--- config.mk ---
export PLATFORM = sky130hd
export DESIGN_NAME = ackpoll_seq
export DESIGN_NICKNAME = d
export VERILOG_FILES = /design/src/rtl/ackpoll_pkg.sv /design/src/rtl/ackpoll_try_ctr.sv /design/src/rtl/ackpoll_addr_latch.sv /design/src/rtl/ackpoll_seq.sv
export SDC_FILE = /design/constraint.sdc
export NUM_CORES = 1
export LEC_CHECK = 0
export BUFFER_PORTS_ARGS = -buffer_cell sky130_fd_sc_hd__buf_2
export CAP_MARGIN = 20
export CORE_MARGIN = 1.5
export CORE_UTILIZATION = 48
export CTS_CLUSTER_DIAMETER = 200
export DETAILED_ROUTE_END_ITERATION = 10
export GPL_TIMING_DRIVEN = 0
export PLACE_DENSITY_LB_ADDON = 0.08
export SLEW_MARGIN = 10
export SYNTH_ARGS = -nofsm -noshare
export SYNTH_HDL_FRONTEND = slang
export SYNTH_HIERARCHICAL = 1
export SYNTH_SLANG_ARGS = --single-unit
--- constraint.sdc ---
create_clock -name clk -period 2.22 [get_ports clk]
set_clock_uncertainty 0.2 [all_clocks]
set_input_delay 0.555 -clock clk [delete_from_list [all_inputs] [get_ports clk]]
set_output_delay 0.555 -clock clk [all_outputs]
set_load 0.01 [all_outputs]
--- src/rtl/ackpoll_pkg.sv ---
package ackpoll_pkg;

    typedef enum logic [1:0] {
        ENG_START = 2'd0,
        ENG_BYTE  = 2'd1,
        ENG_STOP  = 2'd2
    } eng_cmd_e;

    typedef enum logic [2:0] {
        ST_IDLE,
        ST_START,
        ST_ADDR,
        ST_STOP_RETRY,
        ST_STOP_END,
        ST_STOP_FAIL,
        ST_DONE
    } poll_state_e;

endpackage

--- src/rtl/ackpoll_try_ctr.sv ---
module ackpoll_try_ctr #(
    parameter int MAX_TRIES = 8,
    parameter int CNT_W     = $clog2(MAX_TRIES + 1)
) (
    input  logic             clk,
    input  logic             rst_n,
    input  logic             clr,
    input  logic             inc,
    output logic [CNT_W-1:0] count,
    output logic             at_last
);

    localparam logic [CNT_W-1:0] LAST = CNT_W'(MAX_TRIES - 1);

    always_ff @(posedge clk or negedge rst_n) begin
        if (!rst_n) begin
            count <= '0;
        end else if (clr) begin
            count <= '0;
        end else if (inc) begin
            count <= count + 1'b1;
        end
    end

    assign at_last = (count == LAST);

endmodule

--- src/rtl/ackpoll_addr_latch.sv ---
module ackpoll_addr_latch #(
    parameter int ADDR_W = 7,
    parameter int BYTE_W = ADDR_W + 1
) (
    input  logic              clk,
    input  logic              rst_n,
    input  logic              load,
    input  logic [ADDR_W-1:0] addr,
    input  logic              rd,
    output logic [BYTE_W-1:0] byte_o
);

    always_ff @(posedge clk or negedge rst_n) begin
        if (!rst_n) begin
            byte_o <= '0;
        end else if (load) begin
            byte_o <= {addr, rd};
        end
    end

endmodule

--- src/rtl/ackpoll_seq.sv ---
module ackpoll_seq
    import ackpoll_pkg::*;
#(
    parameter int MAX_TRIES = 8,
    parameter int ADDR_W    = 7,
    parameter int BYTE_W    = ADDR_W + 1,
    parameter int CNT_W     = $clog2(MAX_TRIES + 1)
) (
    input  logic              clk,
    input  logic              rst_n,
    input  logic              go,
    input  logic              dir_rd,
    input  logic [ADDR_W-1:0] slave_addr,
    input  logic              cont,
    output logic              busy,
    output logic              done,
    output logic              err,
    output logic              open,
    output logic              eng_req,
    output logic [1:0]        eng_cmd,
    output logic [BYTE_W-1:0] eng_wdata,
    input  logic              eng_ack,
    input  logic              eng_nack
);

    poll_state_e      state, state_nx;
    logic             accept;
    logic             addr_acked;
    logic             addr_nacked;
    logic [CNT_W-1:0] tries;
    logic             last_try;

    // A go pulse is taken only in idle; in any other state it is ignored.
    assign accept      = go && (state == ST_IDLE);
    assign addr_acked  = (state == ST_ADDR) && eng_ack && !eng_nack;
    assign addr_nacked = (state == ST_ADDR) && eng_ack && eng_nack;

    ackpoll_addr_latch #(.ADDR_W(ADDR_W), .BYTE_W(BYTE_W)) u_latch (
        .clk    (clk),
        .rst_n  (rst_n),
        .load   (accept),
        .addr   (slave_addr),
        .rd     (dir_rd),
        .byte_o (eng_wdata)
    );

    ackpoll_try_ctr #(.MAX_TRIES(MAX_TRIES), .CNT_W(CNT_W)) u_tries (
        .clk     (clk),
        .rst_n   (rst_n),
        .clr     (accept),
        .inc     (addr_nacked && !last_try),
        .count   (tries),
        .at_last (last_try)
    );

    // Next-state logic
    always_comb begin
        state_nx = state;
        unique case (state)
            ST_IDLE:       if (accept) state_nx = ST_START;
            ST_START:      if (eng_ack) state_nx = ST_ADDR;
            ST_ADDR: begin
                if (addr_acked) begin
                    state_nx = cont ? ST_DONE : ST_STOP_END;
                end else if (addr_nacked) begin
                    state_nx = last_try ? ST_STOP_FAIL : ST_STOP_RETRY;
                end
            end
            ST_STOP_RETRY: if (eng_ack) state_nx = ST_START;
            ST_STOP_END:   if (eng_ack) state_nx = ST_DONE;
            ST_STOP_FAIL:  if (eng_ack) state_nx = ST_DONE;
            ST_DONE:       state_nx = ST_IDLE;
            default:       state_nx = ST_IDLE;
        endcase
    end

    // State register
    always_ff @(posedge clk or negedge rst_n) begin
        if (!rst_n) begin
            state <= ST_IDLE;
        end else begin
            state <= state_nx;
        end
    end

    // Result flags, held until the next accepted go
    always_ff @(posedge clk or negedge rst_n) begin
        if (!rst_n) begin
            err  <= 1'b0;
            open <= 1'b0;
        end else if (accept) begin
            err  <= 1'b0;
            open <= 1'b0;
        end else begin
            if (state == ST_STOP_FAIL && eng_ack) err <= 1'b1;
            if (addr_acked && cont) open <= 1'b1;
        end
    end

    // Outputs
    always_comb begin
        eng_req = 1'b0;
        eng_cmd = ENG_START;
        busy    = 1'b1;
        done    = 1'b0;
        unique case (state)
            ST_IDLE: busy = 1'b0;
            ST_START: begin
                eng_req = 1'b1;
                eng_cmd = ENG_START;
            end
            ST_ADDR: begin
                eng_req = 1'b1;
                eng_cmd = ENG_BYTE;
            end
            ST_STOP_RETRY, ST_STOP_END, ST_STOP_FAIL: begin
                eng_req = 1'b1;
                eng_cmd = ENG_STOP;
            end
            ST_DONE: begin
                busy = 1'b0;
                done = 1'b1;
            end
            default: busy = 1'b0;
        endcase
    end

endmodule

==> results.toml <==
[finish]
antenna_cells = 0
fin_area_um2 = 1060
multi_input_area_um2 = 394
fin_nets = 121
regArea_um2 = 425
n_fill_cell = 144
mostFrequentLayoutCells = "30 x buf_2, 17 x dfrtp_1, 9 x mux2_4"
final_common_cell = "buf_2"
layout-drive-gt1-share_pct = 46.7
syn_to_final_growth_pct = 24.4

[clocking]
post-cts-setup-buffers = 0
cts-root-buf = "clkbuf_4"
cts_tree = "built"
path_clk_slew_ns = 0.09
clockBufferDepth = 2
clock-sinks = 17
clk_latency_ns = 0.28
cts_made_buffers = 3
htree_levels = 1

[detailed_routing]
finalWirelength_um = 1520
via_per_inst = 5.28
drt_drc_violations_left = 0
first_iter_violations = 12
ant_nets = 0
avgRoutedWirePerCell_um = 12.4
num_vias = 644
drtPass1Iterations = 4

[critical_path]
crit_path_end_kind = "output pin"
arrival_ns = 1.35
cp_max_fo = 9
critPathKind = "register to output pin"
r2r_start = "u_tries/count[0]$_DFFE_PN0P_"
r2r_setup_slack_ns = 0.20
required_ns = 1.46
crit_start = "state[2]$_DFFE_PN0P_"
critPathLaunchType = "register"

[synthesis]
yosys_warnings = 6
synth_edf_count = 0
async_flop_share_pct = 100
syn_inst = 72
yosysTopAreaCell = "dfrtp_1"
ys_ff_latch = 17
syn_nets = 87
syn_area_per_cell_um2 = 11.8
synth.distinct_cells = 27
synth_area_leaders = "dfrtp_1 50%, mux2_4 16%, nor2_1 2.6%"
synth.top_cell.area_share_pct = 50.0
ys_seq_area_share_pct = 50.0
netlist_area_um2 = 851
synth_ff_type = "dfrtp_1"

[placed_design]
io_buffers = 28
place_area_um2 = 1010
dp_hpwl_um = 1050
routabilityCongestion = 0.772

[timing]
fmax_mhz = 476
tightest_slew_ns = 0.505
maxSlewViolCount = 0
setup_viol = 0
rsz0062_at_grt = "no"
setup_tns_ns = 0
report.final.hold_viol_count = 0
min_period_over_period_pct = 94.7
slew_headroom_pct = 66.2
layout_min_cycle_time_ns = 2.10

[die]
die_y_um = 45.1
initial_core_util_pct = 50.4
num_rows = 15
dieArea_um2 = 2030
fp.dieW_um = 45.1
io_pins = 29
core_um2 = 1690

[global_route]
grt_pass1_wl_um = 2440
grt_usage_pct = 17.5
grt_pass1_vias = 549
grt_max_degree = 18
gr-total-overflow = 0
grt_antenna_before_repair = 0

[power]
peakVddDrop_uv = 682
p_leak_nw = 0.550
pwr_density_cell_nw_per_um2 = 1320

[hold_path]
worstHoldStart = "slave_addr[0]"
hp-class = "input pin to register"

[outcome]
status = "completed"

[flow_run]
max_cap_viol_count = 0
registers in the layout, indices dropped and copies added, names as in the netlist:
register / flops
err: 1
open: 1
state: 3
u_latch/byte_o: 8
u_tries/count: 4
synth_stat cells, types with 2 or more instances:
library cell	n
o21ai_0	3
nor2b_1	3
dfrtp_1	17
nor2_1	6
buf_2	2
mux2_4	9
inv_1	3
a21oi_1	4
and3_1	2
a31oi_1	3
o21ai_1	2
nand2_1	3
metrics by stage:
step           utilization [%]  instances  hold WS [ns]  worst slack (ns)  power (mW)
6_report                  62.7        122         0.299             0.118        1.39
5_1_grt                   62.7        122         0.266           0.00285        1.52
4_1_cts                   62.1        122         0.291            0.0695        1.40
3_5_place_dp              59.9        117         0.288            0.0493        1.22
3_3_place_gp              59.9        117         0.281            0.0390        1.21
2_1_floorplan                -         72        0.0594             0.323        1.01
cell type report:
type	count	area share [%]
flip-flops and latches	17	40.2
multi-input cells	48	37.2
clock buffers	3	2.13
inverters	3	1.06
clock inverters	1	0.473
repair buffers	29	14.2
plain buffers	4	2.72
well taps	17	2.01
cell families (layout without fill, tap and decap cells):
group	after synthesis	after routing	synth area share (%)
AO/OA/AOI/OAI	14	14	9.56
XOR/XNOR	1	1	1.03
adder cells (fa/ha/maj)	1	1	1.47
buffers and inverters	7	40	4.71
flip-flops	17	17	50.0
multiplexers	11	11	18.4
AND/OR/NAND/NOR	21	21	14.9
layer usage:
layer / vias to the layer above / GRT usage, % / share of wire, %
li1: 316 / - / -
met1: 305 / 22.9 / 48
met2: 21 / 26.6 / 45
met3: 2 / 7.20 / 5.7
met4: 0 / 5.29 / 0.86
met5: - / 0 / 0
path summary, 6_finish.rpt:
| check | to | depth (start not counted) |
|---|---|---|
| max in group asynchronous | u_latch/byte_o[5]$_DFFE_PN0P_ | 2 |
| worst max-delay path | eng_cmd[1] | 4 |
| worst min-delay path | u_latch/byte_o[1]$_DFFE_PN0P_ | 2 |
| worst min register to register | u_latch/byte_o[1]$_DFFE_PN0P_ | 1 |
| worst max register to register | u_tries/count[3]$_DFFE_PN0P_ | 7 |
| min in group asynchronous | u_latch/byte_o[2]$_DFFE_PN0P_ | 2 |
report_power, final:
| part | switching (mW) | total [mW] | internal [mW] |
|---|---|---|---|
| Combinational | 0.343 | 0.716 | 0.373 |
| Clock | 0.0927 | 0.160 | 0.0669 |
| Sequential | 0.0791 | 0.517 | 0.438 |
| Total | 0.514 | 1.39 | 0.878 |
critical path, stage by stage (launching register included):
cell,delay [ns]
dfrtp_1,0.37
buf_2,0.18
nand2b_1,0.21
o21ai_0,0.16
buf_2,0.15
what timing repair did:
action,in CTS,in global routing
hold endpoints to repair,17,0
gates resized for setup,0,1
hold buffers,1,0
setup endpoints to repair,0,5
Power figures use the tool's default switching activity.
